<file path="src/rtl/ctlbus_pkg.sv">
package ctlbus_pkg;

    localparam int BYTE_W = 8;
    localparam int VAL_W  = 6;
    localparam int ID_W   = 6;
    localparam logic [ID_W-1:0] DEV_ID = 6'b000101;

    typedef enum logic [1:0] {
        XFER_DATA   = 2'b00,
        XFER_RSVD1  = 2'b01,
        XFER_STATUS = 2'b10,
        XFER_RSVD3  = 2'b11
    } xfer_e;

    typedef enum logic [1:0] {
        SEL_VOL_L  = 2'b00,
        SEL_VOL_R  = 2'b01,
        SEL_BASS   = 2'b10,
        SEL_TREBLE = 2'b11
    } dsel_e;

    typedef struct packed {
        logic [VAL_W-1:0] vol_l;
        logic [VAL_W-1:0] vol_r;
        logic [VAL_W-1:0] bass;
        logic [VAL_W-1:0] treble;
        logic [1:0]       mode;
        logic             deemph;
        logic [1:0]       manip_r;
        logic [1:0]       manip_l;
    } regs_t;

    function automatic logic id_match(input logic [BYTE_W-1:0] b);
        return b[BYTE_W-1 -: ID_W] == DEV_ID;
    endfunction

    function automatic xfer_e xfer_of(input logic [BYTE_W-1:0] b);
        return xfer_e'(b[1:0]);
    endfunction

    function automatic dsel_e dsel_of(input logic [BYTE_W-1:0] b);
        return dsel_e'(b[BYTE_W-1 -: 2]);
    endfunction

    function automatic logic [VAL_W-1:0] value_of(input logic [BYTE_W-1:0] b);
        return b[VAL_W-1:0];
    endfunction

endpackage

</file>
<file path="src/rtl/ctlbus_sync.sv">
module ctlbus_sync #(
    parameter int WIDTH  = 3,
    parameter int STAGES = 2
) (
    input  logic             clk,
    input  logic             rst,
    input  logic [WIDTH-1:0] async_in,
    output logic [WIDTH-1:0] sync_out
);
    logic [WIDTH-1:0] chain [STAGES];

    for (genvar g = 0; g < STAGES; g++) begin : g_stage
        if (g == 0) begin : g_first
            always_ff @(posedge clk) begin
                if (rst) chain[0] <= '0;
                else     chain[0] <= async_in;
            end
        end else begin : g_next
            always_ff @(posedge clk) begin
                if (rst) chain[g] <= '0;
                else     chain[g] <= chain[g-1];
            end
        end
    end

    assign sync_out = chain[STAGES-1];
endmodule

</file>
<file path="src/rtl/ctlbus_shifter.sv">
module ctlbus_shifter
    import ctlbus_pkg::*;
#(
    parameter int CNT_W = $clog2(BYTE_W)
) (
    input  logic              clk,
    input  logic              rst,
    input  logic              d_s,
    input  logic              m_s,
    input  logic              c_s,
    output logic              byte_vld,
    output logic              byte_addr,
    output logic [BYTE_W-1:0] byte_q,
    output logic              mode_edge,
    output logic [CNT_W-1:0]  bit_cnt
);
    localparam logic [CNT_W-1:0] LAST_BIT = CNT_W'(BYTE_W - 1);

    logic              m_q;
    logic              c_q;
    logic              clk_rise;
    logic [BYTE_W-1:0] shreg;
    logic [BYTE_W-1:0] shnext;

    assign mode_edge = m_s != m_q;
    assign clk_rise  = c_s && !c_q;
    assign shnext    = {d_s, shreg[BYTE_W-1:1]};

    always_ff @(posedge clk) begin
        if (rst) begin
            m_q       <= 1'b0;
            c_q       <= 1'b0;
            shreg     <= '0;
            bit_cnt   <= '0;
            byte_vld  <= 1'b0;
            byte_addr <= 1'b0;
            byte_q    <= '0;
        end else begin
            m_q      <= m_s;
            c_q      <= c_s;
            byte_vld <= 1'b0;
            if (mode_edge) begin
                bit_cnt <= '0;
            end else if (clk_rise) begin
                shreg <= shnext;
                if (bit_cnt == LAST_BIT) begin
                    bit_cnt   <= '0;
                    byte_vld  <= 1'b1;
                    byte_q    <= shnext;
                    byte_addr <= !m_s;
                end else begin
                    bit_cnt <= bit_cnt + 1'b1;
                end
            end
        end
    end
endmodule

</file>
<file path="src/rtl/ctlbus_regfile.sv">
module ctlbus_regfile
    import ctlbus_pkg::*;
(
    input  logic              clk,
    input  logic              rst,
    input  logic              wr_en,
    input  logic              byte_vld,
    input  logic              byte_addr,
    input  logic [BYTE_W-1:0] byte_q,
    output regs_t             regs,
    output logic              sel_ok,
    output xfer_e             sel_type
);
    always_ff @(posedge clk) begin
        if (rst) begin
            regs     <= '0;
            sel_ok   <= 1'b0;
            sel_type <= XFER_DATA;
        end else if (byte_vld && wr_en) begin
            if (byte_addr) begin
                sel_ok   <= id_match(byte_q);
                sel_type <= xfer_of(byte_q);
            end else if (sel_ok) begin
                case (sel_type)
                    XFER_DATA: begin
                        case (dsel_of(byte_q))
                            SEL_VOL_L:  regs.vol_l  <= value_of(byte_q);
                            SEL_VOL_R:  regs.vol_r  <= value_of(byte_q);
                            SEL_BASS:   regs.bass   <= value_of(byte_q);
                            SEL_TREBLE: regs.treble <= value_of(byte_q);
                            default: ;
                        endcase
                    end
                    XFER_STATUS: begin
                        if (!byte_q[7]) begin
                            regs.mode    <= byte_q[6:5];
                            regs.deemph  <= byte_q[4];
                            regs.manip_r <= byte_q[3:2];
                            regs.manip_l <= byte_q[1:0];
                        end
                    end
                    default: ;
                endcase
            end
        end
    end
endmodule

</file>
<file path="src/rtl/ctlbus_rx.sv">
module ctlbus_rx
    import ctlbus_pkg::*;
#(
    parameter int SYNC_STAGES = 2
) (
    input  logic             clk,
    input  logic             rst,
    input  logic             static_mode,
    input  logic             bus_data,
    input  logic             bus_mode,
    input  logic             bus_clk,
    output logic [VAL_W-1:0] vol_left,
    output logic [VAL_W-1:0] vol_right,
    output logic [VAL_W-1:0] bass_boost,
    output logic [VAL_W-1:0] treble,
    output logic [1:0]       proc_mode,
    output logic             deemph,
    output logic [1:0]       manip_right,
    output logic [1:0]       manip_left,
    output logic             mute_left,
    output logic             mute_right
);
    localparam int NPINS = 3;
    localparam int CNT_W = $clog2(BYTE_W);

    logic [NPINS-1:0]  pins_s;
    logic              byte_vld;
    logic              byte_addr;
    logic [BYTE_W-1:0] byte_q;
    logic              mode_edge;
    logic [CNT_W-1:0]  bit_cnt;
    regs_t             regs;
    logic              sel_ok;
    xfer_e             sel_type;
    regs_t             shown;

    ctlbus_sync #(.WIDTH(NPINS), .STAGES(SYNC_STAGES)) u_sync (
        .clk      (clk),
        .rst      (rst),
        .async_in ({bus_clk, bus_mode, bus_data}),
        .sync_out (pins_s)
    );

    ctlbus_shifter #(.CNT_W(CNT_W)) u_shift (
        .clk       (clk),
        .rst       (rst),
        .d_s       (pins_s[0]),
        .m_s       (pins_s[1]),
        .c_s       (pins_s[2]),
        .byte_vld  (byte_vld),
        .byte_addr (byte_addr),
        .byte_q    (byte_q),
        .mode_edge (mode_edge),
        .bit_cnt   (bit_cnt)
    );

    ctlbus_regfile u_regs (
        .clk       (clk),
        .rst       (rst),
        .wr_en     (!static_mode),
        .byte_vld  (byte_vld),
        .byte_addr (byte_addr),
        .byte_q    (byte_q),
        .regs      (regs),
        .sel_ok    (sel_ok),
        .sel_type  (sel_type)
    );

    always_comb begin
        if (static_mode) begin
            shown        = '0;
            shown.deemph = pins_s[2];
            mute_left    = pins_s[0];
            mute_right   = pins_s[1];
        end else begin
            shown      = regs;
            mute_left  = 1'b0;
            mute_right = 1'b0;
        end
    end

    assign vol_left    = shown.vol_l;
    assign vol_right   = shown.vol_r;
    assign bass_boost  = shown.bass;
    assign treble      = shown.treble;
    assign proc_mode   = shown.mode;
    assign deemph      = shown.deemph;
    assign manip_right = shown.manip_r;
    assign manip_left  = shown.manip_l;
endmodule

</file>
<file path="config.mk">
export PLATFORM = sky130hd
export DESIGN_NAME = ctlbus_rx
export DESIGN_NICKNAME = d
export VERILOG_FILES = /design/src/rtl/ctlbus_pkg.sv /design/src/rtl/ctlbus_sync.sv /design/src/rtl/ctlbus_shifter.sv /design/src/rtl/ctlbus_regfile.sv /design/src/rtl/ctlbus_rx.sv
export SDC_FILE = /design/constraint.sdc
export NUM_CORES = 1
export LEC_CHECK = 0
export ABC_CLOCK_PERIOD_IN_PS = 1700
export BUFFER_PORTS_ARGS = -buffer_cell sky130_fd_sc_hd__buf_2
export CAP_MARGIN = 10
export CORE_MARGIN = 2
export CORE_UTILIZATION = 49
export CTS_CLUSTER_DIAMETER = 30
export CTS_CLUSTER_SIZE = 12
export DETAILED_ROUTE_END_ITERATION = 8
export PLACE_DENSITY = 0.78
export SYNTH_ARGS = -nofsm -noshare
export SYNTH_HDL_FRONTEND = slang
export SYNTH_SLANG_ARGS = --single-unit
</file>
<file path="constraint.sdc">
create_clock -name clk -period 1.7 [get_ports clk]
set_input_delay 0.34 -clock clk [delete_from_list [all_inputs] [get_ports clk]]
set_output_delay 0.34 -clock clk [all_outputs]
set_load 0.05 [all_outputs]
</file>
# Yosys cells after proc, flatten, opt, wreduce, memory -nomap -nowiden

Memories as Yosys holds them, arrays and structs flattened.
Cells that the tools add are included.

Add/subtract/negate cells: 1
Multipliers: 0
Divide/modulo/power cells: 0
$lt $le $gt $ge: 0
Equal/unequal tests: 7
Shift operators: 0
Muxes and demuxes: 10
Bitwise gates (word level): 6
Reductions and logical operators: 17

Operator list:

| kind                  | number |
|---|---|
| $mux W31              | 1 |
| $reduce_and A5 Y1     | 5 |
| $mux W3               | 3 |
| $eq A2 B2 Y1 const B  | 3 |
| $eq A6 B3 Y1 const B  | 1 |
| $mux W1               | 6 |
| $logic_not A2 Y1      | 2 |
| $not A1 Y1            | 4 |
| $reduce_and A2 Y1     | 2 |
| $add A3 B1 Y3 const B | 1 |
| $eq A3 B3 Y1 const B  | 1 |
| $logic_not A1 Y1      | 3 |
| $reduce_and A3 Y1     | 1 |
| $reduce_or A3 Y1      | 1 |
| $eq A2 B1 Y1 const B  | 1 |
| $logic_and A1 B1 Y1   | 2 |
| $or A1 B1 Y1          | 2 |
| $reduce_or A2 Y1      | 1 |
| $ne A1 B1 Y1          | 1 |

Flip-flop bits (word level): 57
Bits in latches: 0
RAM bits: 6
ROM bits: 0
Bits of input ports: 6
Output and inout port bits: 33
Memories kept: 1

Memory list:

| memory       | words | width | read ports | clocked after memory_dff | write ports | RTL line          | text |
|---|---|---|---|---|---|---|---|
| u_sync.chain | 2     | 3     | 2          | 0                        | 2           | ctlbus_sync.sv:10 | `logic [WIDTH-1:0] chain [STAGES];` |

# Logic depth before layout (Yosys ltp)

Word-level depth: 4
Gate-level depth with buffers: 5

# Hierarchy

A second synthesis with hierarchy kept.

Cells, all modules: 264
Area, all modules: 2,692.6 µm²

Modules (own cells, without submodules):

| module         | instances | cells each | area each (µm²) |
|---|---|---|---|
| ctlbus_regfile | 1         | 127        | 1,421.4 |
| ctlbus_shifter | 1         | 88         | 880.8 |
| ctlbus_rx      | 1         | 37         | 232.7 |
| ctlbus_sync    | 1         | 12         | 157.7 |

# Worst setup path before layout

Ideal clock, no wire load.

Path kind: input to output
Start point: input static_mode
End point: output bass_boost[0]
Arrival: 1.362 ns
Required time: 1.360 ns
Path slack: -0.002 ns
Stages on the path: 3
Path buffers: 2
Path through: buf_6 -> clkbuf_1 -> nor2b_1

Longest elaborated chain between the ends: 1

Ends and longest elaborated chain:

| element            | RTL line        | text |
|---|---|---|
| start: declaration | ctlbus_rx.sv:8  | `input logic static_mode,` |
| $mux W31           | ctlbus_rx.sv:70 | `if (static_mode) begin` |
| end: declaration   | ctlbus_rx.sv:14 | `output logic [VAL_W-1:0] bass_boost,` |

No other way between the ends.

# Final worst setup path

Start point: input static_mode
End point: output vol_left[5]

Longest elaborated chain between the ends: 1

Ends and longest elaborated chain:

| element          | RTL line        | text |
|---|---|---|
| $mux W31         | ctlbus_rx.sv:70 |  |
| end: declaration | ctlbus_rx.sv:12 | `output logic [VAL_W-1:0] vol_left,` |

No other way between the ends.

==> summary.md <==
| Metric | Value |
|---|---|
| Asr flop ratio synth | 0 |
| Commonest cells post-synth | dfxtp_1 (62), nand2_1 (52), mux2i_1 (51), nor2b_1 (38), nor2_1 (7) |
| Unrepaired setup endpoints after global routing | false |
| CTS max path bufs | 2 |
| EDFF count, synth | 0 |
| Final worst-path cycle share | 0.902 |
| Die area | 0.00576 mm² |
| Hold Vio Cnt, Final | 0 |
| Outcome | finished, final reports clean |
| Cts-stage hold buffer count | 0 |
| Core Box Area | 0.00504 mm² |
| CTS Buf Count | 9 |
| Yosys top cell by area | dfxtp_1 |
| Mean Syn Cell Area | 10.1 µm² |
| DRC Markers | 0 |
| WL/cell | 12.5 µm |
| Hold Crit Class | in2reg |
| Synthesis Warnings | 0 |
| Synthesized flop and latch total | 62 |
| Total Nets Final | 302 |
| WS Path Type | in2out |
| Detailed-route via count | 1731 |
| Die Wd | 75.9 µm |
| Clock skew | 0.00589 ns |
| Slew @ Worst Pin | 0.409 ns |
| Final-report setup violation count | 0 |
| Post-Synthesis Cells | 250 |
| Syn nets | 258 |
| Worst Path Max Fanout | 17 |
| Area growth, synth to finish | 17.2% |
| Pre-Repair DR Iteration Count | 5 |
| Num ports | 39 |
| Detail Route Antenna Nets | 0 |
| GRT Total Usage | 0.176 |
| Fin crit period | 1.53 ns |
| Setup Fix Bufs, Post-CTS | 0 |
| Layout Utilization | 0.589 |
| PortBufs | 38 |
| Sink Count | 62 |
| Synth top area cells | dfxtp_1 (49%), mux2i_1 (20%), nor2b_1 (9.4%) |
| Clk_lat worst skew | 0.33 ns |
| Final max-slew violation count | 0 |
| Overall power | 0.00267 W |
| Ant diodes | 0 |
| Remaining global-route overflow | 0 |
| CTS tree | yes |
| Lkg Pwr | 1.45 nW |
| Clock root buffer | clkbuf_8 |
| Worst hold slack | 0.222 ns |
| Setup tns final | 0 ns |
| Max-Cap Viols | 0 |
| Hold Path Depth | 2 |
| Rel. slew slack | 0.727 |
| GPL Wtd Cong | 0.747 |
| Via-to-Cell Ratio | 4.70 |
| Initial core utilization | 0.502 |
| Most common flop cell mapped by yosys | dfxtp_1 |
| Arrival time at the worst endpoint | 1.19 ns |
| # resized after CTS | 0 |
| Syn Std Cell Area | 0.00253 mm² |
| Path depth of the worst reg2reg path | 4 |
| Vias in the first global route | 1524 |
| Setup crit start kind | input pin |
| Yosys cell types | 28 |
| Worst path required time | 1.36 ns |
| Reg clk slew, reported paths | 0.06 ns |
| Initial antenna violation count | 0 |
| Setup crit end kind | primary output |
| Sequential area share after synthesis | 0.490 |
| Pin count of the biggest net entering global routing | 18 |
| Maximum vdd ir drop | 561 µV |
| Post-Place Cell Area | 0.00280 mm² |
| Ratio of cells with drive above 1 in the final layout | 0.228 |
| Cell area after layout | 0.00297 mm² |
| Most frequent cell after synthesis | dfxtp_1 |
| DRT iter0 DRCs | 35 |
| Pwr dens | 899 mW/mm² |
| Die Y | 75.9 µm |
| DRT Wirelength | 4610 µm |
| Cell row count | 26 |
| H-tree depth | 3 |
| DP HPWL | 3260 µm |
| Synth top area share | 0.490 |
| Achievable Freq | 0.652 GHz |
| First-pass GRT wire length | 7430 µm |
-- per-stage QoR --
step	worst slack (ns)	std cells
2_1_floorplan	-0.00193	250
3_3_place_gp	0.185	353
3_5_place_dp	0.154	353
4_1_cts	0.150	368
5_1_grt	0.104	368
6_report	0.166	368
-- cells in the final DEF, fill, tap and decap left out, drive strengths merged --
cell type,netlist,routed
xnor2,1,1
clkbuf,5,14
ha,2,2
nand2,54,54
dfxtp,62,62
and2,4,4
nand3b,1,1
a211oi,1,1
nor2,7,7
nor2b,38,38
mux2i,51,51
and2b,2,2
and3,2,2
mux2,1,1
nor4b,2,2
and4,1,1
a21oi,1,1
nand3,2,2
inv,2,2
clkinv,0,1
nand4bb,1,1
or4,1,1
buf,7,45
and4bb,2,2
-- metal layers --
layer | up-vias | track usage | part of all wire
met2 | 28 | 0.250 | 0.45
met1 | 778 | 0.245 | 0.50
li1 | 918 | - | -
met3 | 7 | 0.0556 | 0.036
met4 | 0 | 0.0780 | 0.016
met5 | - | 0 | 0
-- power by group --
part / switching [W] / internal [W] / total (W)
logic: 0.0000567 / 0.0000304 / 0.0000870
registers: 0.00000424 / 0.00146 / 0.00147
clock network: 0.000515 / 0.000601 / 0.00112
-- cell type report --
class	count	area [µm²]
flip-flops and latches	62	1240
well taps	70	87.6
fillers	419	2070
clock inverters	1	5.00
repair buffers	45	243
multi-input cells	174	1220
inverters	2	7.51
clock buffers	14	163
-- logic make-up after synthesis --
| logic type | after synthesis | synth area share |
|---|---|---|
| AND/OR/NAND/NOR | 117 | 0.258 |
| flip-flops | 62 | 0.490 |
| multiplexers | 52 | 0.206 |
| buffers and inverters | 14 | 0.0277 |
| AO/OA/AOI/OAI | 2 | 0.00494 |
| adder cells (fa/ha/maj) | 2 | 0.00988 |
| XOR/XNOR | 1 | 0.00346 |
-- final timing paths --
check / start / to / slack [ns]
worst max-delay path: static_mode / vol_left[5] / 0.17
worst max register to register: u_shift.bit_cnt[0]$_SDFFE_PP0P_ / u_shift.byte_q[2]$_SDFFE_PP0P_ / 0.24
worst min-delay path: bus_clk / u_sync.chain[0][2]$_SDFF_PP0_ / 0.22
worst min register to register: u_sync.chain[0][2]$_SDFF_PP0_ / u_sync.chain[1][2]$_SDFF_PP0_ / 0.45
-- sequential cells by signal (all words and copies together) (netlist names) --
register           count
u_regs.regs           31
u_regs.sel_ok          1
u_regs.sel_type        2
u_shift.bit_cnt        3
u_shift.byte_addr      1
u_shift.byte_q         8
u_shift.byte_vld       1
u_shift.c_q            1
u_shift.m_q            1
u_shift.shreg          7
u_sync.chain           6
-- critical path, cell delays in order --
cell     delay, ns
buf_2         0.17
buf_4         0.24
and2b_2       0.23
buf_2         0.20
Note: power is estimated with default switching activity, not from simulation.
